[src/rtl/ham_chk_pkg.sv]
package ham_chk_pkg;

  typedef enum logic [2:0] {
    ST_CLEAN      = 3'd0,
    ST_FIXABLE    = 3'd1,
    ST_CODE_FAULT = 3'd2,
    ST_ERASED     = 3'd3,
    ST_MULTI      = 3'd4
  } chk_status_e;

endpackage

[src/rtl/ham_classify.sv]
// Turns syndrome, its popcount and the erased flag into a verdict.
module ham_classify
  import ham_chk_pkg::*;
#(
  parameter int BYTE_W = 8,
  parameter int BIT_W  = 3,
  localparam int WORD_W = 4 * BYTE_W,
  localparam int CW     = $clog2(WORD_W + 1),
  localparam int PAIRS  = 3 * BYTE_W / 2,
  localparam int ADDR_W = PAIRS - BIT_W,
  localparam int MASK_W = 1 << BIT_W,
  localparam int FLD_LO = 2 * BYTE_W
) (
  input  logic [WORD_W-1:0] syn,
  input  logic [CW-1:0]     ones,
  input  logic              erased,
  output chk_status_e       verdict,
  output logic [ADDR_W-1:0] addr,
  output logic [MASK_W-1:0] mask
);
  logic [BIT_W-1:0] bit_sel;

  assign bit_sel = syn[FLD_LO +: BIT_W];

  always_comb begin
    verdict = ST_MULTI;
    addr    = '0;
    mask    = '0;
    if (syn == '0) begin
      verdict = ST_CLEAN;
    end else if (ones == CW'(PAIRS)) begin
      verdict = ST_FIXABLE;
      addr    = syn[FLD_LO+BIT_W +: ADDR_W];
      mask    = MASK_W'(1) << bit_sel;
    end else if (ones == CW'(1)) begin
      verdict = ST_CODE_FAULT;
    end else if (erased) begin
      verdict = ST_ERASED;
    end
  end
endmodule

[config.mk]
export PLATFORM = sky130hd
export DESIGN_NAME = ham_classify
export DESIGN_NICKNAME = d
export VERILOG_FILES = /design/src/rtl/ham_chk_pkg.sv /design/src/rtl/ham_classify.sv
export SDC_FILE = /design/constraint.sdc
export NUM_CORES = 1
export LEC_CHECK = 0
export BUFFER_PORTS_ARGS = -buffer_cell sky130_fd_sc_hd__clkbuf_2
export CAP_MARGIN = 20
export CORE_AREA = 2 2 39 41
export DETAILED_ROUTE_END_ITERATION = 10
export DIE_AREA = 0 0 41 43
export PLACE_DENSITY = 0.72
export SYNTH_ARGS = -nofsm -noshare
export SYNTH_HDL_FRONTEND = slang
export SYNTH_SLANG_ARGS = --single-unit
[constraint.sdc]
create_clock -name vclk -period 1.5
set_input_delay 0.3 -clock vclk [all_inputs]
set_output_delay 0.3 -clock vclk [all_outputs]
set_load 0.01 [all_outputs]
==> results_dict.tcl <==
set metrics [dict create \
    crit_slowest_cell "and4b_4" \
    die_w_um 41 \
    synth-warning-count 0 \
    fin_crit_ns 1.61 \
    ios 59 \
    start_util_pct 20.1 \
    design.seq.count 0 \
    seq_power_share_pct 0 \
    p_clk_share_pct 0 \
    vdd_ir_drop_max_mv 0.0869 \
    synth_cell_types 16 \
    crit_path_end_kind "primary output" \
    ys_seq_area_share_pct 0 \
    drv_slew 0 \
    core_sq_um 1380 \
    dr_total_vias 575 \
    p_comb_share_pct 100.0 \
    routed_wl_mm 1.37 \
    finalSetupTns_ns -1.43 \
    stdcell_area_sq_um 846 \
    syn_area_sq_um 278 \
    cp_cell_sequence "buf_6, nor3_4, and4b_4, buf_2, and2_1, clkbuf_2" \
    power.net_switching_uw 61.3 \
    setup_viol 20 \
    dpl.hpwl_mm 1.06 \
    wl_per_cell_um 11.0 \
    crit_fanout 6 \
    violations "setup timing" \
    drive_above_1_share_pct 85.2 \
    dpl_cell_area_sq_um 657 \
    rows 14 \
    worst_slack_ns -0.113 \
    drt-vias-per-instance 4.64 \
    synth_area_per_cell_sq_um 6.77 \
    drt-pass1-iter-count 2 \
    gp_congestion 0.617 \
    drv_cap 0 \
    final_cell_mix "clkbuf_2, buf_2, buf_6" \
    synth_nets 80 \
    antennaDiodeCount 0 \
    synth_top_area_share_pct 20.3 \
    min_path_type "input pin to primary output" \
    max_stage_delay_ns 0.34 \
    grt_first_pass_wirelength_mm 1.83 \
    dieArea_sq_um 1760 \
    relSlewSlack_pct 85.0 \
    die_y_um 43 \
    synth.area.top_cells "and2_1, nor4_1, nor3b_2" \
    grtUsageTotal_pct 13.5 \
    area_delta_synth_final_pct 205 \
    gr-total-overflow 0 \
    netlist_instances 41 \
    antenna_found_initial 0 \
    grt_max_degree 10 \
    mostFrequentLayoutCell "clkbuf_2" \
    drc 0 \
    holdPathStages 3 \
    p_leak_uw 0.000428 \
    nClkBuffers 0 \
    crit_type "input pin to primary output" \
    yosysTopAreaCell "and2_1" \
    required_ns 1.20 \
    max_freq_mhz 620 \
    tightestPinTransition_ns 0.222 \
    status "finished with violations" \
    grt_pass1_vias 481 \
    critical_path_arrival_ns 1.31 \
    final_nets 149 \
    worstHoldStart "syn[25]" \
    seq_area_sq_um 0 \
    grt_setup_unrepaired "true" \
    p_int_uw 76.0 \
    fillers 128 \
    swShare_pct 44.6 \
    detail_route.iter0.violations 1 \
    port_buffers 59 \
    hold_violations 0 \
    multiInputGateArea_sq_um 405 \
    p_per_area_nw_per_um2 162 \
    postRouteAntennaNets 0 \
    critPathLaunchType "input pin" \
    whs_endpoint "addr[6]" \
    period_share_pct 108 \
]
worst max-delay path, delay by kind of cell:
kind          cells  cell delay (ns)
buf+inv           3             0.37
simple gates      3             0.63
through the flow:
step | total power, uW | hold slack, ns | setup slack [ns] | cells | utilization [%]
2_1_floorplan | 22.6 | 0.633 | 0.0359 | 41 | -
3_5_place_dp | 99.9 | 0.911 | -0.135 | 123 | 47.5
5_1_grt | 148 | 0.940 | -0.179 | 124 | 61.1
3_3_place_gp | 97.6 | 0.908 | -0.0994 | 123 | 47.5
4_1_cts | 106 | 0.917 | -0.119 | 123 | 50.0
6_report | 137 | 0.922 | -0.113 | 124 | 61.1
metal layers:
metal | vias to the layer above | GRT usage (%) | part of all wire [%]
met4 | 0 | 0 | 0
met1 | 256 | 16.5 | 36
met5 | - | 0 | 0
met3 | 0 | 0 | 6.2
met2 | 23 | 25.9 | 58
li1 | 296 | - | -
Yosys cell counts:
| cell type | number |
|---|---|
| nor2_1 | 5 |
| nand3_1 | 1 |
| nand2b_4 | 1 |
| nand4_1 | 2 |
| and4b_4 | 1 |
| nor3b_1 | 2 |
| nor3_1 | 2 |
| nor3b_2 | 3 |
| nand2_1 | 1 |
| nor4_1 | 9 |
| nor3_2 | 1 |
| nand2_2 | 1 |
| and2_1 | 9 |
| a31oi_1 | 1 |
| a21oi_1 | 1 |
| buf_4 | 1 |
power by group through the flow:
| stage | logic [uW] | clock network [uW] | registers (uW) |
|---|---|---|---|
| 4_1_cts | 106 | 0 | 0 |
| 3_5_place_dp | 99.9 | 0 | 0 |
| 5_1_grt | 148 | 0 | 0 |
| 3_3_place_gp | 97.6 | 0 | 0 |
| 2_1_floorplan | 22.6 | 0 | 0 |
| 6_report | 137 | 0 | 0 |
worst max-delay path by stage:
| stage | to | start | slack [ns] | cells after the start |
|---|---|---|---|---|
| CTS | mask[6] | ones[4] | -0.12 | 6 |
| floorplan | mask[4] | ones[1] | 0.04 | 4 |
| global route | mask[6] | ones[4] | -0.18 | 6 |
| detailed placement | mask[5] | ones[1] | -0.14 | 6 |
| finish | addr[3] | ones[4] | -0.11 | 6 |
| global placement | mask[5] | ones[1] | -0.1 | 6 |
what timing repair did:
action | CTS | global route
endpoints found under the hold margin | 0 | 0
hold buffers | 0 | 0
pin swaps | 6 | 14
endpoints found under the setup margin | 20 | 20
gates resized for setup | 7 | 39
buffers inserted | 0 | 0
gates cloned | 0 | 1
cell families after synthesis:
kind of cell	Yosys count	synth area share, %
AO/OA/AOI/OAI	2	4.05
buffers and inverters	1	2.70
AND/OR/NAND/NOR	38	93.2
cell type report:
| type | instances | share of cell area [%] |
|---|---|---|
| Multi-Input combinational cell | 40 | 47.9 |
| Tap cell | 16 | 2.37 |
| Timing Repair Buffer | 68 | 49.7 |
No activity file was read; power rests on OpenSTA's default activity.
